<file path="config.mk">
export PLATFORM = sky130hd
export DESIGN_NAME = dma_req_gen
export DESIGN_NICKNAME = d
export VERILOG_FILES = /design/src/rtl/dma_req_pkg.sv /design/src/rtl/dma_req_ctrl.sv /design/src/rtl/dma_req_dpath.sv /design/src/rtl/dma_req_gen.sv
export SDC_FILE = /design/constraint.sdc
export NUM_CORES = 1
export LEC_CHECK = 0
export CORE_AREA = 4 4 41 43
export DETAILED_ROUTE_END_ITERATION = 8
export DIE_AREA = 0 0 45 47
export GPL_TIMING_DRIVEN = 0
export PLACE_DENSITY_LB_ADDON = 0.1
export SLEW_MARGIN = 5
export SYNTH_ARGS = -nofsm -noshare
export SYNTH_HDL_FRONTEND = slang
export SYNTH_SLANG_ARGS = --single-unit
</file>
<file path="constraint.sdc">
create_clock -name clk -period 1.3 [get_ports clk]
set_clock_uncertainty 0.05 [all_clocks]
set_input_delay 0.39 -clock clk [delete_from_list [all_inputs] [get_ports clk]]
set_output_delay 0.39 -clock clk [all_outputs]
set_load 0.05 [all_outputs]
</file>
<file path="src/rtl/dma_req_pkg.sv">
package dma_req_pkg;

  localparam int SelW = 4;

  // Request-select codes; the datapath and decoder depend on these values
  localparam logic [SelW-1:0] SelPinDual   = 4'b0000;
  localparam logic [SelW-1:0] SelPinToDev  = 4'b0010;
  localparam logic [SelW-1:0] SelPinToMem  = 4'b0011;
  localparam logic [SelW-1:0] SelAuto      = 4'b0100;
  localparam logic [SelW-1:0] SelPeriph    = 4'b1000;

  // Strobes from the control decode to the request datapath
  typedef struct packed {
    logic gateOk;     // all five enable terms agree
    logic autoSel;    // internal auto-request
    logic dreqSel;    // external pin
    logic periphSel;  // on-chip peripheral line
    logic edgeSel;    // pin detected by falling edge
  } ctlStrobes_t;

endpackage

</file>
<file path="src/rtl/dma_req_ctrl.sv">
module dma_req_ctrl
  import dma_req_pkg::*;
(
  input  logic            clk,
  input  logic            rstN,
  input  logic            chanEn,
  input  logic            xferEnd,
  input  logic [SelW-1:0] reqSel,
  input  logic            edgeMode,
  input  logic            masterEn,
  input  logic            nmiFlag,
  input  logic            addrErr,
  output ctlStrobes_t     ctl,
  output logic            dualAddr,
  output logic            dackToDev,
  output logic            selValid
);

  logic autoDec, pinDec, perDec;

  always_comb begin
    autoDec   = 1'b0;
    pinDec    = 1'b0;
    perDec    = 1'b0;
    dualAddr  = 1'b0;
    dackToDev = 1'b0;
    selValid  = 1'b1;
    unique case (reqSel)
      SelPinDual:  begin pinDec = 1'b1; dualAddr = 1'b1; end
      SelPinToDev: begin pinDec = 1'b1; dackToDev = 1'b1; end
      SelPinToMem: begin pinDec = 1'b1; end
      SelAuto:     begin autoDec = 1'b1; dualAddr = 1'b1; end
      SelPeriph:   begin perDec = 1'b1; dualAddr = 1'b1; end
      default:     selValid = 1'b0;
    endcase
  end

  always_comb begin
    ctl.gateOk    = chanEn & masterEn & ~xferEnd & ~nmiFlag & ~addrErr;
    ctl.autoSel   = autoDec;
    ctl.dreqSel   = pinDec;
    ctl.periphSel = perDec;
    ctl.edgeSel   = edgeMode;
  end

  // a single-address decode only comes from an external-pin code
  a_r9_single_is_pin: assert property (@(posedge clk) disable iff (!rstN)
    (selValid && !dualAddr) |-> ctl.dreqSel);

endmodule

</file>
<file path="src/rtl/dma_req_dpath.sv">
module dma_req_dpath
  import dma_req_pkg::*;
#(
  parameter int SyncStages = 2
)(
  input  logic        clk,
  input  logic        rstN,
  input  ctlStrobes_t ctl,
  input  logic        dreqN,
  input  logic        periphReq,
  input  logic        ack,
  output logic        reqOut
);

  localparam int LastStage = SyncStages - 1;

  logic [SyncStages-1:0] syncQ;
  logic prevQ, pendQ, blankQ, reqQ;
  logic synced, fallNow, pendNext, levelHit, levelNext, autoNext, reqNext;

  // Synchroniser chain, idle high
  always_ff @(posedge clk or negedge rstN) begin
    if (!rstN) syncQ[0] <= 1'b1;
    else       syncQ[0] <= dreqN;
  end

  for (genvar gi = 1; gi < SyncStages; gi++) begin : g_sync
    always_ff @(posedge clk or negedge rstN) begin
      if (!rstN) syncQ[gi] <= 1'b1;
      else       syncQ[gi] <= syncQ[gi-1];
    end
  end

  always_comb begin
    synced    = syncQ[LastStage];
    fallNow   = prevQ & ~synced;
    pendNext  = ctl.gateOk & ctl.dreqSel & ctl.edgeSel & (fallNow | (pendQ & ~ack));
    levelHit  = (ctl.dreqSel & ~ctl.edgeSel & ~synced) | (ctl.periphSel & periphReq);
    levelNext = ctl.gateOk & levelHit & ~ack & ~blankQ;
    autoNext  = ctl.gateOk & ctl.autoSel;
    reqNext   = autoNext | pendNext | levelNext;
  end

  always_ff @(posedge clk or negedge rstN) begin
    if (!rstN) begin
      prevQ  <= 1'b1;
      pendQ  <= 1'b0;
      blankQ <= 1'b0;
      reqQ   <= 1'b0;
    end else begin
      prevQ  <= synced;
      pendQ  <= pendNext;
      blankQ <= ack;
      reqQ   <= reqNext;
    end
  end

  assign reqOut = reqQ;

  // losing any enable term withdraws the request at the next edge
  a_r2_gate_off: assert property (@(posedge clk) disable iff (!rstN)
    !ctl.gateOk |=> !reqOut);

  // auto-request asserts continuously while enabled
  a_r3_auto_on: assert property (@(posedge clk) disable iff (!rstN)
    (ctl.gateOk && ctl.autoSel) |=> reqOut);

  // an acknowledge clears the edge-mode request unless a new edge arrives
  a_r5_ack_clears: assert property (@(posedge clk) disable iff (!rstN)
    (ctl.dreqSel && ctl.edgeSel && ack && !fallNow) |=> !reqOut);

  // the blanking cycle after an acknowledge keeps level requests low
  a_r6_blank_low: assert property (@(posedge clk) disable iff (!rstN)
    (blankQ && !ctl.autoSel && !(ctl.dreqSel && ctl.edgeSel)) |=> !reqOut);

  // a reserved code never produces a request
  a_r8_reserved_quiet: assert property (@(posedge clk) disable iff (!rstN)
    !(ctl.autoSel || ctl.dreqSel || ctl.periphSel) |=> !reqOut);

endmodule

</file>
<file path="src/rtl/dma_req_gen.sv">
module dma_req_gen
  import dma_req_pkg::*;
#(
  parameter int SyncStages = 2
)(
  input  logic            clk,
  input  logic            rstN,
  input  logic            chanEn,
  input  logic            xferEnd,
  input  logic [SelW-1:0] reqSel,
  input  logic            edgeMode,
  input  logic            masterEn,
  input  logic            nmiFlag,
  input  logic            addrErr,
  input  logic            dreqN,
  input  logic            periphReq,
  input  logic            ack,
  output logic            reqOut,
  output logic            dualAddr,
  output logic            dackToDev,
  output logic            selValid
);

  ctlStrobes_t ctl;

  dma_req_ctrl u_ctrl (
    .clk       (clk),
    .rstN      (rstN),
    .chanEn    (chanEn),
    .xferEnd   (xferEnd),
    .reqSel    (reqSel),
    .edgeMode  (edgeMode),
    .masterEn  (masterEn),
    .nmiFlag   (nmiFlag),
    .addrErr   (addrErr),
    .ctl       (ctl),
    .dualAddr  (dualAddr),
    .dackToDev (dackToDev),
    .selValid  (selValid)
  );

  dma_req_dpath #(.SyncStages(SyncStages)) u_dpath (
    .clk       (clk),
    .rstN      (rstN),
    .ctl       (ctl),
    .dreqN     (dreqN),
    .periphReq (periphReq),
    .ack       (ack),
    .reqOut    (reqOut)
  );

endmodule

</file>
[Word-level counts from Yosys, hierarchy flattened]
Index checks and enable logic that the tools add are counted.
Word-level totals
  flip-flop bits (word level): 6
  input bits: 15
Operators by class
  equality and inequality tests: 4
  muxes and demuxes: 6
  bitwise logic cells: 27
  reduce and logical (&&, ||, !) cells: 4
Operator list (number)
  1-bit bitwise AND: 16
  4-bit by 2-bit equality test with 1-bit output, second input constant: 2
  1-bit inverter: 7
  1-bit 2-to-1 mux: 6
  3-bit OR reduction: 2
  5-bit OR reduction: 1
  4-bit by 3-bit equality test with 1-bit output, second input constant: 1
  4-bit equality test, second input constant: 1
  4-bit logical NOT: 1
  1-bit OR: 4

[Longest topological paths before layout]
  depth in word-level cells: 10
  gate-level depth with buffers: 4
  mapped depth without buffers: 4

[Hierarchy]
From an unflattened synthesis, not the netlist that was laid out.
Second synthesis, totals
  cell total of the unflattened synthesis: 29
  area, all modules: 324.1 um^2
Modules (own cells, without submodules)
  dma_req_dpath: times used 1, cells each 15, area each 217.7 um^2
  dma_req_ctrl: times used 1, cells each 14, area each 106.4 um^2

[Worst setup path after synthesis]
Ideal clock, no wire load.
  path kind: input port to output port
  start point: input port reqSel[0]
  end point: output port selValid
  data arrival time: 1.401 ns
  setup slack: -0.541 ns
  cell stages on the path: 2
  path through: or2_4 o22ai_1
Between the ends
  word-level cells in the longest chain between the ends: 3
  elaborated cells on any way between the ends: 7
RTL lines
  from (decl): line dma_req_gen.sv:10  | input logic [SelW-1:0] reqSel,
  4-bit by 3-bit equality test with 1-bit output, or another cell as far along: line dma_req_ctrl.sv:28  | unique case (reqSel)
  5-bit OR reduction (no line) (*)
  1-bit 2-to-1 mux (*): line dma_req_ctrl.sv:28
  to (decl): line dma_req_gen.sv:21  | output logic selValid
Every way passes the cells marked *; elsewhere a longest branch is shown, timed or not.

[Worst setup path in the final report]
Ends and elaborated chain as after synthesis.

==> flow_summary.yaml <==
run_status:
  status: "finished with violations"
  violations: "negative setup slack"
finish:
  drive_gt1_share_pct: 44.4
  fill_cells: 138
  fin_nets: 70
  syn_to_final_growth_pct: 113
  antennaDiodeCount: 0
  finalNonFillerCells: 69
timing:
  tns_ns: -0.527
  relSlewSlack_pct: 74.9
  setup_viol: 4
  rsz0062_at_grt: "true"
  finalCritPeriodShare_pct: 118
  period_needed_ns: 1.54
  fmax_ghz: 0.651
  fin_ws_ns: -0.236
  finalHoldViolations: 0
  worst_pin_slew_ns: 0.372
  maxSlewViolCount: 0
worst_setup_path:
  reg2regPathDepth: 3
  cp.arrival_ns: 1.10
  path_depth: 4
  crit_path_top_delay_cell: "or2_4"
  critPathMostFrequentCell: "buf_6"
  worstPathRequired_ns: 0.86
  cp_max_fo: 3
  crit_family: "buffers and inverters"
  worst-path-buf-inv: 2
  r2r_start: "u_dpath.blankQ$_DFF_PN0_"
  crit_path_cell_trace: "buf_6 -> or2_4 -> o22ai_4 -> buf_6"
  worstSetupPathType: "input pin to output port"
  critical-path-max-stage-delay_ns: 0.27
  startpoint: "reqSel[0]"
  worst_setup_path_end_kind: "output port"
  cp-start-kind: "input pin"
placed_design:
  routabilityCongestion: 0.773
  io_buffers: 18
  post-dp-hpwl_um: 703
  dp.cells: 63
global_routing:
  antenna_found_initial: 0
  grtUsageMet3_pct: 8.05
  grt_use_met2_pct: 19.2
  grt-ovfl-total: 0
  grtUsageTotal_pct: 10.8
  grt_pass1_wl_mm: 1.58
  grt.met1_usage_pct: 10.0
  busiest_layer: "met2"
  grt_pass1_vias: 360
  grt_max_degree: 7
drt:
  drc: 0
  postRouteAntennaNets: 0
  via_per_inst: 4.59
  dr.pass1.iters: 2
  wirelength_um: 916
  wire_per_inst_um: 13.3
  via_count: 317
  drt_iter0_markers: 2
logic_synthesis:
  async_reset_ff_share_pct: 100
  synth-seq-area-share_pct: 52.8
  synth_top_area_cell: "dfstp_2"
  ys.warnings.count: 0
  synth_top_area_share_pct: 27.0
  synth-edff-count: 0
  synth_top_flop_cell: "dfstp_2"
  synthTopCellsByCount: "dfrtp_1 (3), dfstp_2 (3), o21ai_0 (3)"
  netlist_instances: 30
  syn_avg_cell_area_um2: 9.72
  synth-seq-cells: 6
  synth_area_leaders: "dfstp_2 (27%), dfrtp_1 (26%), o21ai_0 (5.2%), or4_1 (5.2%), nor2b_1 (4.3%)"
  yosysUniqueCellTypes: 18
  synthesis.nets: 45
  syn_area_um2: 292
cts:
  htree_levels: 1
  root_buffer: "clkbuf_4"
  clk_pin_slew_worst_paths_ns: 0.06
  cts_buffer_depth: 2
  cts_buffers: 3
  cts_tree: "done"
  clock_latency_ns: 0.25
  clock-sinks: 6
die:
  start_util_pct: 22.4
  rows: 13
  die_area_um2: 2120
  io_pins: 19
  die_x_um: 45
  core_um2: 1300
  die_y_um: 47
power:
  peakVddDrop_mv: 0.642
  cellPowerDensity_nw_per_um2: 845
  p_leak_uw: 0.000262
hold_path:
  hold_class: "register to register"
  worstHoldPathCells: 0
  min-delay-start: "u_dpath.syncQ[0]$_DFF_PN1_"
flow_run:
  timing.max_cap.violations: 0
[kinds of logic after synthesis]
group | synth area share, %
buf+inv | 2.58
flops | 52.8
simple gates | 28.8
compound gates | 15.9
[cell usage in the layout (no fill, tap or decap), types with 2 or more instances in the layout]
cell type and count:
buf_6 3, dlygate4sd2_1 4, clkdlybuf4s50_1 5, o21ai_0 3
nor2b_1 2, buf_8 2, dfstp_2 3, buf_12 3
dfrtp_1 3, inv_1 2, nand2_1 2, clkbuf_4 4
[routing by layer]
metal | part of all wire [%] | wire length [um]
met4 | 0 | 0
met3 | 11 | 97
met1 | 36 | 326
met2 | 54 | 491
met5 | 0 | 0
[report_power, final]
group	switching, uW	internal [uW]
logic	61.4	77.8
clock network	70.1	116
registers	2.69	197
[through the flow]
stage               hold WS, ns  utilization, %  total power, uW  cell area, um^2  setup slack [ns]
floorplan                0.0444               -              249              317            -0.146
global placement          0.296            39.6              315              515             -1.28
detailed placement        0.298            39.6              319              515             -1.38
CTS                       0.288            44.7              523              582            -0.270
global route              0.307            47.8              561              622            -0.264
finish                    0.285            47.8              526              622            -0.236
[sequential cells by signal (all words and copies together) (netlist names)]
register and count:
u_dpath.blankQ 1, u_dpath.pendQ 1, u_dpath.prevQ 1, u_dpath.reqOut 1, u_dpath.syncQ 1, u_dpath.synced 1
[final cells by class]
| class | count | area, um^2 | share of cell area [%] |
|---|---|---|---|
| multi-input cells | 22 | 179 | 28.8 |
| flip-flops and latches | 6 | 154 | 24.7 |
| repair buffers | 20 | 236 | 38.0 |
| inverters | 2 | 7.51 | 1.21 |
| well taps | 15 | 18.8 | 3.02 |
| clock buffers | 4 | 26.3 | 4.23 |
[final timing paths]
check                                              to  slack (ns)
min in group asynchronous    u_dpath.reqOut$_DFF_PN0_        0.32
max in group asynchronous  u_dpath.syncQ[0]$_DFF_PN1_        0.60
hold reg to reg              u_dpath.synced$_DFF_PN1_        0.28
setup reg to reg             u_dpath.reqOut$_DFF_PN0_        0.06
hold / removal               u_dpath.synced$_DFF_PN1_        0.28
setup / recovery                             selValid       -0.24
[what timing repair did]
item	CTS	global route
pin swaps	7	6
hold buffers	0	0
cloned	0	0
endpoints found under the setup margin	6	6
setup buffers	1	1
gates resized for setup	64	6
No activity file was read; power rests on OpenSTA's default activity.
